File: config.mk
export PLATFORM = sky130hd
export DESIGN_NAME = dpf_access
export DESIGN_NICKNAME = d
export VERILOG_FILES = /design/src/rtl/dpf_pkg.sv /design/src/rtl/dpf_resolve.sv /design/src/rtl/dpf_fplane.sv /design/src/rtl/dpf_rplane.sv /design/src/rtl/dpf_access.sv
export SDC_FILE = /design/constraint.sdc
export NUM_CORES = 2
export LEC_CHECK = 0
export BUFFER_PORTS_ARGS = -buffer_cell sky130_fd_sc_hd__buf_2
export CORE_MARGIN = 2
export CORE_UTILIZATION = 45
export CTS_CLUSTER_DIAMETER = 50
export DETAILED_ROUTE_END_ITERATION = 7
export PLACE_DENSITY = 0.71
export SKIP_LAST_GASP = 1
export SYNTH_ARGS = -nofsm -noshare
export SYNTH_HDL_FRONTEND = slang
export SYNTH_SLANG_ARGS = --single-unit
File: constraint.sdc
create_clock -name clk_i -period 3.75 [get_ports clk_i]
set_input_delay 0.1875 -clock clk_i [delete_from_list [all_inputs] [get_ports clk_i]]
set_output_delay 0.1875 -clock clk_i [all_outputs]
set_load 0.005 [all_outputs]
File: src/rtl/dpf_pkg.sv
package dpf_pkg;
  typedef enum logic [2:0] {
    OP_NOP   = 3'd0,
    OP_READ  = 3'd1,
    OP_WRITE = 3'd2,
    OP_BSET  = 3'd3,
    OP_BCLR  = 3'd4,
    OP_BTEST = 3'd5
  } op_e;
endpackage

File: src/rtl/dpf_resolve.sv
module dpf_resolve #(
  parameter int AW = 7,
  parameter int DW = 8
) (
  input  logic [AW-1:0] addr_i,
  input  logic [DW-1:0] ptr_i,
  output logic [AW-1:0] ea_o,
  output logic          null_o,
  output logic          lower_o
);
  // address 0 is the indirection port
  assign ea_o    = (addr_i == '0) ? ptr_i[AW-1:0] : addr_i;
  assign null_o  = (ea_o == '0);
  assign lower_o = ~ea_o[AW-1];
endmodule

File: src/rtl/dpf_fplane.sv
module dpf_fplane #(
  parameter int AW       = 7,
  parameter int DW       = 8,
  parameter int PTR_ADDR = 4,
  localparam int DEPTH   = 2**AW,
  localparam int BW      = $clog2(DW)
) (
  input  logic          clk_i,
  input  logic          rst_ni,
  input  logic          wr_en_i,
  input  logic          bset_i,
  input  logic          bclr_i,
  input  logic [AW-1:0] ea_i,
  input  logic [BW-1:0] bit_i,
  input  logic [DW-1:0] wdata_i,
  output logic [DW-1:0] rd_data_o,
  output logic [DW-1:0] ptr_o
);
  logic [DW-1:0] mem_q [DEPTH];

  always_ff @(posedge clk_i or negedge rst_ni) begin
    if (!rst_ni) begin
      for (int i = 0; i < DEPTH; i++) mem_q[i] <= '0;
    end else if (wr_en_i) begin
      mem_q[ea_i] <= wdata_i;
    end else if (bset_i) begin
      mem_q[ea_i][bit_i] <= 1'b1;
    end else if (bclr_i) begin
      mem_q[ea_i][bit_i] <= 1'b0;
    end
  end

  assign rd_data_o = mem_q[ea_i];
  assign ptr_o     = mem_q[PTR_ADDR];

  p_write_lands_r2: assert property (@(posedge clk_i) disable iff (!rst_ni)
    wr_en_i |=> mem_q[$past(ea_i)] == $past(wdata_i));
  p_bset_r7: assert property (@(posedge clk_i) disable iff (!rst_ni)
    (bset_i && !wr_en_i) |=> mem_q[$past(ea_i)][$past(bit_i)] == 1'b1);
  p_bclr_r7: assert property (@(posedge clk_i) disable iff (!rst_ni)
    (bclr_i && !wr_en_i && !bset_i) |=> mem_q[$past(ea_i)][$past(bit_i)] == 1'b0);
  p_port0_empty_r4: assert property (@(posedge clk_i) disable iff (!rst_ni)
    mem_q[0] == '0);
endmodule

File: src/rtl/dpf_rplane.sv
module dpf_rplane #(
  parameter int AW = 7,
  parameter int DW = 8,
  parameter int RN = 8
) (
  input  logic             clk_i,
  input  logic             rst_ni,
  input  logic             we_i,
  input  logic [AW-1:0]    addr_i,
  input  logic [DW-1:0]    wdata_i,
  output logic [RN*DW-1:0] regs_o
);
  for (genvar g = 0; g < RN; g++) begin : g_reg
    logic [DW-1:0] reg_q;
    always_ff @(posedge clk_i or negedge rst_ni) begin
      if (!rst_ni)                                reg_q <= '0;
      else if (we_i && (int'(addr_i) == g))       reg_q <= wdata_i;
    end
    assign regs_o[g*DW +: DW] = reg_q;

    p_reg_load_r5: assert property (@(posedge clk_i) disable iff (!rst_ni)
      (we_i && int'(addr_i) == g) |=> regs_o[g*DW +: DW] == $past(wdata_i));
    p_reg_hold_r5: assert property (@(posedge clk_i) disable iff (!rst_ni)
      !we_i |=> $stable(regs_o[g*DW +: DW]));
  end
endmodule

File: src/rtl/dpf_access.sv
module dpf_access
  import dpf_pkg::*;
#(
  parameter int AW       = 7,
  parameter int DW       = 8,
  parameter int RN       = 8,
  parameter int PTR_ADDR = 4,
  localparam int BW      = $clog2(DW)
) (
  input  logic             clk_i,
  input  logic             rst_ni,
  input  logic [2:0]       op_i,
  input  logic             plane_r_i,
  input  logic [AW-1:0]    addr_i,
  input  logic [DW-1:0]    wdata_i,
  input  logic [BW-1:0]    bit_i,
  output logic [DW-1:0]    rdata_o,
  output logic             btest_o,
  output logic             err_o,
  output logic [RN*DW-1:0] r_plane_o
);
  op_e           op;
  logic [AW-1:0] ea;
  logic          ea_null, ea_lower;
  logic [DW-1:0] ptr, f_data;
  logic          on_f, is_bitop;
  logic          f_rd, f_wr, f_set, f_clr, f_tst, bit_ok, bit_bad;
  logic          r_wr_ok, r_bad, err_d, err_q;

  assign op = op_e'(op_i);

  dpf_resolve #(.AW(AW), .DW(DW)) u_resolve (
    .addr_i (addr_i),
    .ptr_i  (ptr),
    .ea_o   (ea),
    .null_o (ea_null),
    .lower_o(ea_lower)
  );

  assign on_f     = ~plane_r_i;
  assign is_bitop = (op == OP_BSET) || (op == OP_BCLR) || (op == OP_BTEST);
  assign f_rd     = on_f && (op == OP_READ);
  assign f_wr     = on_f && (op == OP_WRITE) && !ea_null;
  assign bit_ok   = on_f && is_bitop && ea_lower && !ea_null;
  assign bit_bad  = on_f && is_bitop && !ea_lower;
  assign f_set    = bit_ok && (op == OP_BSET);
  assign f_clr    = bit_ok && (op == OP_BCLR);
  assign f_tst    = bit_ok && (op == OP_BTEST);

  assign r_wr_ok  = plane_r_i && (op == OP_WRITE) && (int'(addr_i) < RN);
  assign r_bad    = plane_r_i && ((op == OP_READ) || is_bitop ||
                                  ((op == OP_WRITE) && (int'(addr_i) >= RN)));
  assign err_d    = bit_bad || r_bad;

  dpf_fplane #(.AW(AW), .DW(DW), .PTR_ADDR(PTR_ADDR)) u_fplane (
    .clk_i    (clk_i),
    .rst_ni   (rst_ni),
    .wr_en_i  (f_wr),
    .bset_i   (f_set),
    .bclr_i   (f_clr),
    .ea_i     (ea),
    .bit_i    (bit_i),
    .wdata_i  (wdata_i),
    .rd_data_o(f_data),
    .ptr_o    (ptr)
  );

  dpf_rplane #(.AW(AW), .DW(DW), .RN(RN)) u_rplane (
    .clk_i  (clk_i),
    .rst_ni (rst_ni),
    .we_i   (r_wr_ok),
    .addr_i (addr_i),
    .wdata_i(wdata_i),
    .regs_o (r_plane_o)
  );

  always_ff @(posedge clk_i or negedge rst_ni) begin
    if (!rst_ni) err_q <= 1'b0;
    else         err_q <= err_d;
  end

  assign err_o   = err_q;
  assign rdata_o = f_rd ? f_data : '0;
  assign btest_o = f_tst ? f_data[bit_i] : 1'b0;

  p_upper_bit_err_r9: assert property (@(posedge clk_i) disable iff (!rst_ni)
    bit_bad |=> err_o);
  p_upper_btest_zero_r9: assert property (@(posedge clk_i) disable iff (!rst_ni)
    bit_bad |-> !btest_o);
  p_rplane_no_read_r6: assert property (@(posedge clk_i) disable iff (!rst_ni)
    plane_r_i |-> rdata_o == '0);
  p_null_read_zero_r4: assert property (@(posedge clk_i) disable iff (!rst_ni)
    (on_f && op == OP_READ && addr_i == '0 && ptr[AW-1:0] == '0) |-> rdata_o == '0);
  p_nop_quiet_r11: assert property (@(posedge clk_i) disable iff (!rst_ni)
    (op_i == 3'd0) |=> (!err_o && $stable(r_plane_o)));
  p_rplane_bad_addr_r10: assert property (@(posedge clk_i) disable iff (!rst_ni)
    (plane_r_i && op_i == 3'd2 && int'(addr_i) >= RN) |=> (err_o && $stable(r_plane_o)));
endmodule

; ---- Yosys cells after proc, flatten, opt, wreduce, memory -nomap -nowiden
; Index checks and enable logic that the tools add are counted.
[word_totals]
reg_bits = 1089
inputBits = 24
output_inout_bits = 74
wordCells = 213
[classes]
magnitude_cmp = 6
eq_ne = 12
n_mux = 18
bitwise = 6
reduce_logical = 34
[ops]
columns = operator, count
row1 = two-way mux 1024 bit, 3
row2 = AND 1024 bit, 1
row3 = bitwise mux 1024 bit, 1
row4 = inverter 1024 bit, 1
row5 = OR 1024 bit, 1
row6 = demux 8 bit (select 7 bit), 2
row7 = binary-select mux 8 bit (select 7 bit), 1
row8 = two-way mux 8 bit, 5
row9 = equality test 7 x 4 -> 1 bit (second input constant), 4
row10 = logical AND 1 bit, 24
row11 = logical NOT 7 bit, 3
row12 = equality test 7 x 3 -> 1 bit (second input constant), 2
row13 = >= comparator 8 bit (second input constant), 1
row14 = less-than comparator 8 x 1 -> 1 bit (second input constant), 1
row15 = inverter 7 -> 8 bit, 1
row16 = equality test 7 x 2 -> 1 bit (second input constant), 1
row17 = >= comparator 7 x 4 -> 1 bit (second input constant), 1
row18 = less-than comparator 7 x 4 -> 1 bit (second input constant), 1
row19 = two-way mux 7 bit, 1
row20 = equality test 3 x 2 -> 1 bit (second input constant), 2
row21 = equality test 3 bit (second input constant), 2
row22 = logical OR 1 bit, 5
row23 = less-than comparator 3 x 4 -> 1 bit (second input constant), 1
row24 = binary-select mux 1 bit (select 3 bit), 1
row25 = 7 further kinds, 10

; ---- Depth between registers and ports, before layout
[logic_depth]
word_depth = 12
ltp_mapped = 16
mapped_depth_nobuf = 10

; ---- Cells and area by module
; Synthesis repeated with hierarchy kept, for this count alone.
[hier_totals]
cells_unflattened = 5212
hier_area_um2 = 51948.6
[by_module_without_submodules]
columns = mod, n_inst, cells_each, area_each_um2, seq_area_each_um2
row1 = dpf_fplane, 1, 5016, 49075.8, 25624.6
row2 = dpf_rplane, 1, 144, 2443.6, 1601.5
row3 = dpf_access, 1, 37, 299.0, 25.0
row4 = dpf_resolve, 1, 15, 130.1, 0.0

; ---- Least setup slack after synthesis
; No wires, ideal clock.
[synth_path]
kind = in2out
from = input port addr_i[3]
to = output port btest_o
arrival_time_ns = 3.018
required_ns = 3.562
slack_ns = 0.545
path_stages = 12
n_path_buf = 2
path_cell_list = buf_2 > or4_1 > buf_2 > o31ai_4 > o22a_1 > nor2_1 > or4_1 > a2111oi_2 > a211oi_1 > a21oi_1 > a22oi_1 > nor4_2
[synth_via]
elab_chain_cells = 9
word_cells_on_any_way = 15
[synth_rtl]
columns = element, line_no
row1 = start: declaration, dpf_access.sv:14  ; input logic [AW-1:0] addr_i,
row2 = logical NOT 7 bit, dpf_resolve.sv:12  ; assign ea_o = (addr_i == '0) ? ptr_i[AW-1:0] : addr_i;
row3 = two-way mux 7 bit *, dpf_resolve.sv:12
row4 = inverter 7 -> 8 bit (implied by the code), dpf_fplane.sv:33  ; assign rd_data_o = mem_q[ea_i];
row5 = binary-select mux 8 bit (select 7 bit), dpf_fplane.sv:33
row6 = two-way mux 8 bit (implied by the code) (2 in series), dpf_fplane.sv:33
row7 = binary-select mux 1 bit (select 3 bit), dpf_access.sv:84  ; assign btest_o = f_tst ? f_data[bit_i] : 1'b0;
row8 = two-way mux 1 bit (implied by the code), dpf_access.sv:84
row9 = two-way mux 1 bit *, dpf_access.sv:84
row10 = end: declaration, dpf_access.sv:18  ; output logic btest_o,
; Mark *: on every way between the ends. The rest lies on a longest branch, timed or not. The select of a mux whose other input is x is not followed.

==> results_dict.tcl <==
set metrics [dict create \
    synth_area_um2 49200 \
    die_area_um2 112000 \
    synth_ff_type "dfrtp_1" \
    fin_ws_ns -0.773 \
    cts_sinks 1089 \
    core_um2 109000 \
    clock_latency_ns 0.77 \
    synth-edff-count 0 \
    ys_async_sr_fraction 1.00 \
    finalMaxSlewViolations 0 \
    antenna_left 0 \
    viasPerCell 6.96 \
    rrSetupSlack_ns -0.02 \
    synthCells 5179 \
    skew_ns 0.0323 \
    drv_cap 0 \
    wl_per_cell_um 30.9 \
    cts_tree "built" \
    antenna_found_initial 11 \
    dp_hpwl_mm 142 \
    path_max_fanout 6 \
    grt_pass1_wl_mm 322 \
    io_buffers 97 \
    hold_viol 0 \
    fp.dieW_um 335 \
    synth.avg_cell_area_um2 9.49 \
    status "finished with violations" \
    drt_pass1_iterations 8 \
    ys_warn_count 0 \
    io_pins 98 \
    clockBufferDepth 3 \
    drive_gt1_frac 0.245 \
    num_vias 50300 \
    powerDensity_nw_per_um2 443 \
    drt_wl_total_mm 224 \
    violations "negative setup slack" \
    synth_cell_type_count 75 \
    setup_viol 10 \
    reg2reg_depth 11 \
    cts_buffers 132 \
    cp.arrival_ns 4.34 \
    critical_path_class "reg2out" \
    rsz0062_at_grt "true" \
    die_y_um 335 \
    clk_pin_slew_ns 0.06 \
    grt_overflow 0 \
    total_power_uw 28400 \
    grt_max_degree 105 \
    fill_cells 8756 \
    grt_pass1_vias 47200 \
    endpoint_kind "primary output" \
    peakVddDrop_uv 454 \
    tightest_slew_ns 1.19 \
    grt_usage 0.389 \
    worstPathRequired_ns 3.56 \
    initial_utilization 0.453 \
    p_leak_uw 0.0283 \
    ys_seq_area_frac 0.554 \
    seq_area_um2 27300 \
    multi_input_area_um2 21600 \
    holdWs_ns 0.0951 \
    clockRootBuffer "clkbuf_16" \
    final_nets 5732 \
    min_path_type "in2async" \
    htreeDepth 4 \
    row_count 121 \
    slew-limit-headroom 0.201 \
    drt_iter0_drc 8860 \
    period_minus_slack_ns 4.52 \
    drc 0 \
    ys_ff_latch 1089 \
    period_share 1.21 \
    crit_path_start_kind "flip-flop" \
    syn_nets 5203 \
    place.gp.congestion 1.01 \
    syn_to_final_growth_pct 30.3 \
    fmax_mhz 221 \
]
-- synthesized netlist by cell type, types with 39 or more instances --
| master | number | area [um2] |
|---|---|---|
| o21ai_0 | 1267 | 6340 |
| dfrtp_1 | 1089 | 27300 |
| buf_1 | 41 | 154 |
| clkbuf_1 | 398 | 1490 |
| nand3_1 | 58 | 290 |
| o31ai_1 | 113 | 848 |
| a31oi_1 | 236 | 1480 |
| o22a_1 | 52 | 455 |
| nand2_1 | 488 | 1830 |
| mux2_2 | 75 | 845 |
| buf_2 | 59 | 295 |
| nor2_1 | 191 | 717 |
| a21oi_1 | 292 | 1460 |
| nor3_1 | 62 | 310 |
| o22ai_1 | 343 | 2150 |
| o221ai_1 | 84 | 736 |
| o21ai_1 | 39 | 195 |
-- timing repair --
action                                  CTS  global route
hold endpoints to repair                131             0
buffers inserted                         83            51
hold buffers                             11             0
cloned                                    8             5
pin swaps                                77            75
gates resized for setup                 222           144
endpoints found under the setup margin    9             9
-- worst max-delay path, cell delays in order, from the launching register on --
cell	delay [ns]
dfrtp_2	0.45
buf_6	0.14
buf_6	0.10
nor2b_4	0.04
a31oi_4	0.17
nand2b_4	0.21
buf_12	0.12
buf_4	0.10
buf_4	0.13
o22ai_1	0.11
o21ai_1	0.23
nand4_1	0.21
nor3_4	0.50
o32a_1	0.34
o22ai_2	0.13
nor4_4	0.40
buf_2	0.19
-- cell type report --
cell class,count,share of cell area
Multi-Input combinational cell,3576,0.338
Clock inverter,52,0.0109
Antenna cell,7,0.000273
Timing Repair Buffer,899,0.138
Clock buffer,185,0.0595
Sequential cell,1089,0.425
Inverter,10,0.000644
Tap cell,1414,0.0276
-- per-layer routing --
layer / up-vias / share of wire / GRT usage
li1: 20400 / - / -
met1: 24500 / 0.36 / 0.507
met2: 4399 / 0.41 / 0.549
met3: 1074 / 0.15 / 0.138
met4: 10 / 0.075 / 0.245
met5: - / 0.00024 / 0
-- kinds of logic (layout without fill, tap and decap cells) --
| family | count (synthesis) | in the layout | share of synthesized area |
|---|---|---|---|
| simple gates | 917 | 917 | 0.0806 |
| mux | 100 | 100 | 0.0223 |
| other cells | 0 | 7 | 0 |
| buf+inv | 514 | 1146 | 0.0412 |
| flops | 1089 | 1089 | 0.554 |
| compound gates | 2559 | 2559 | 0.302 |
-- worst max-delay path by stage --
stage / startpoint / end / slack, ns / cells after the start
final: flip-flop / btest_o / -0.77 / 16
after floorplan: addr_i[3] / btest_o / 0.54 / 12
after CTS: flip-flop / btest_o / -0.70 / 15
after detailed placement: addr_i[5] / btest_o / -1.05 / 17
after global placement: addr_i[5] / btest_o / -1.14 / 17
after global routing: flip-flop / btest_o / -0.77 / 17
-- through the flow --
stage / area [um2] / TNS (ns) / utilization / std cells / setup WS [ns]
final: 64100 / -4.93 / 0.590 / 7232 / -0.773
after global routing: 64100 / -4.79 / 0.590 / 7227 / -0.769
after CTS: 62800 / -3.85 / 0.579 / 7179 / -0.695
after detailed placement: 56200 / -57.11 / 0.518 / 6848 / -1.05
after global placement: 56200 / -18.77 / 0.518 / 6848 / -1.14
after floorplan: 49200 / 0 / - / 5179 / 0.545
-- cells in the final DEF, fill, tap and decap left out, drive strengths merged, types with 19 or more instances in the layout --
cell	instances
a21oi	293
a22o	27
a31oi	236
buf	879
clkbuf	190
clkinv	19
dfrtp	1089
inv	23
mux2	75
mux2i	25
nand2	488
nand3	58
nor2	191
nor3	63
nor4	24
o21ai	1308
o221ai	84
o22a	52
o22ai	343
o31ai	115
-- where the power goes --
group / switching, uW / internal, uW
Combinational: 1890 / 1110
Sequential: 111 / 11900
Clock: 5420 / 7930
(Power assumes the default switching activity.)
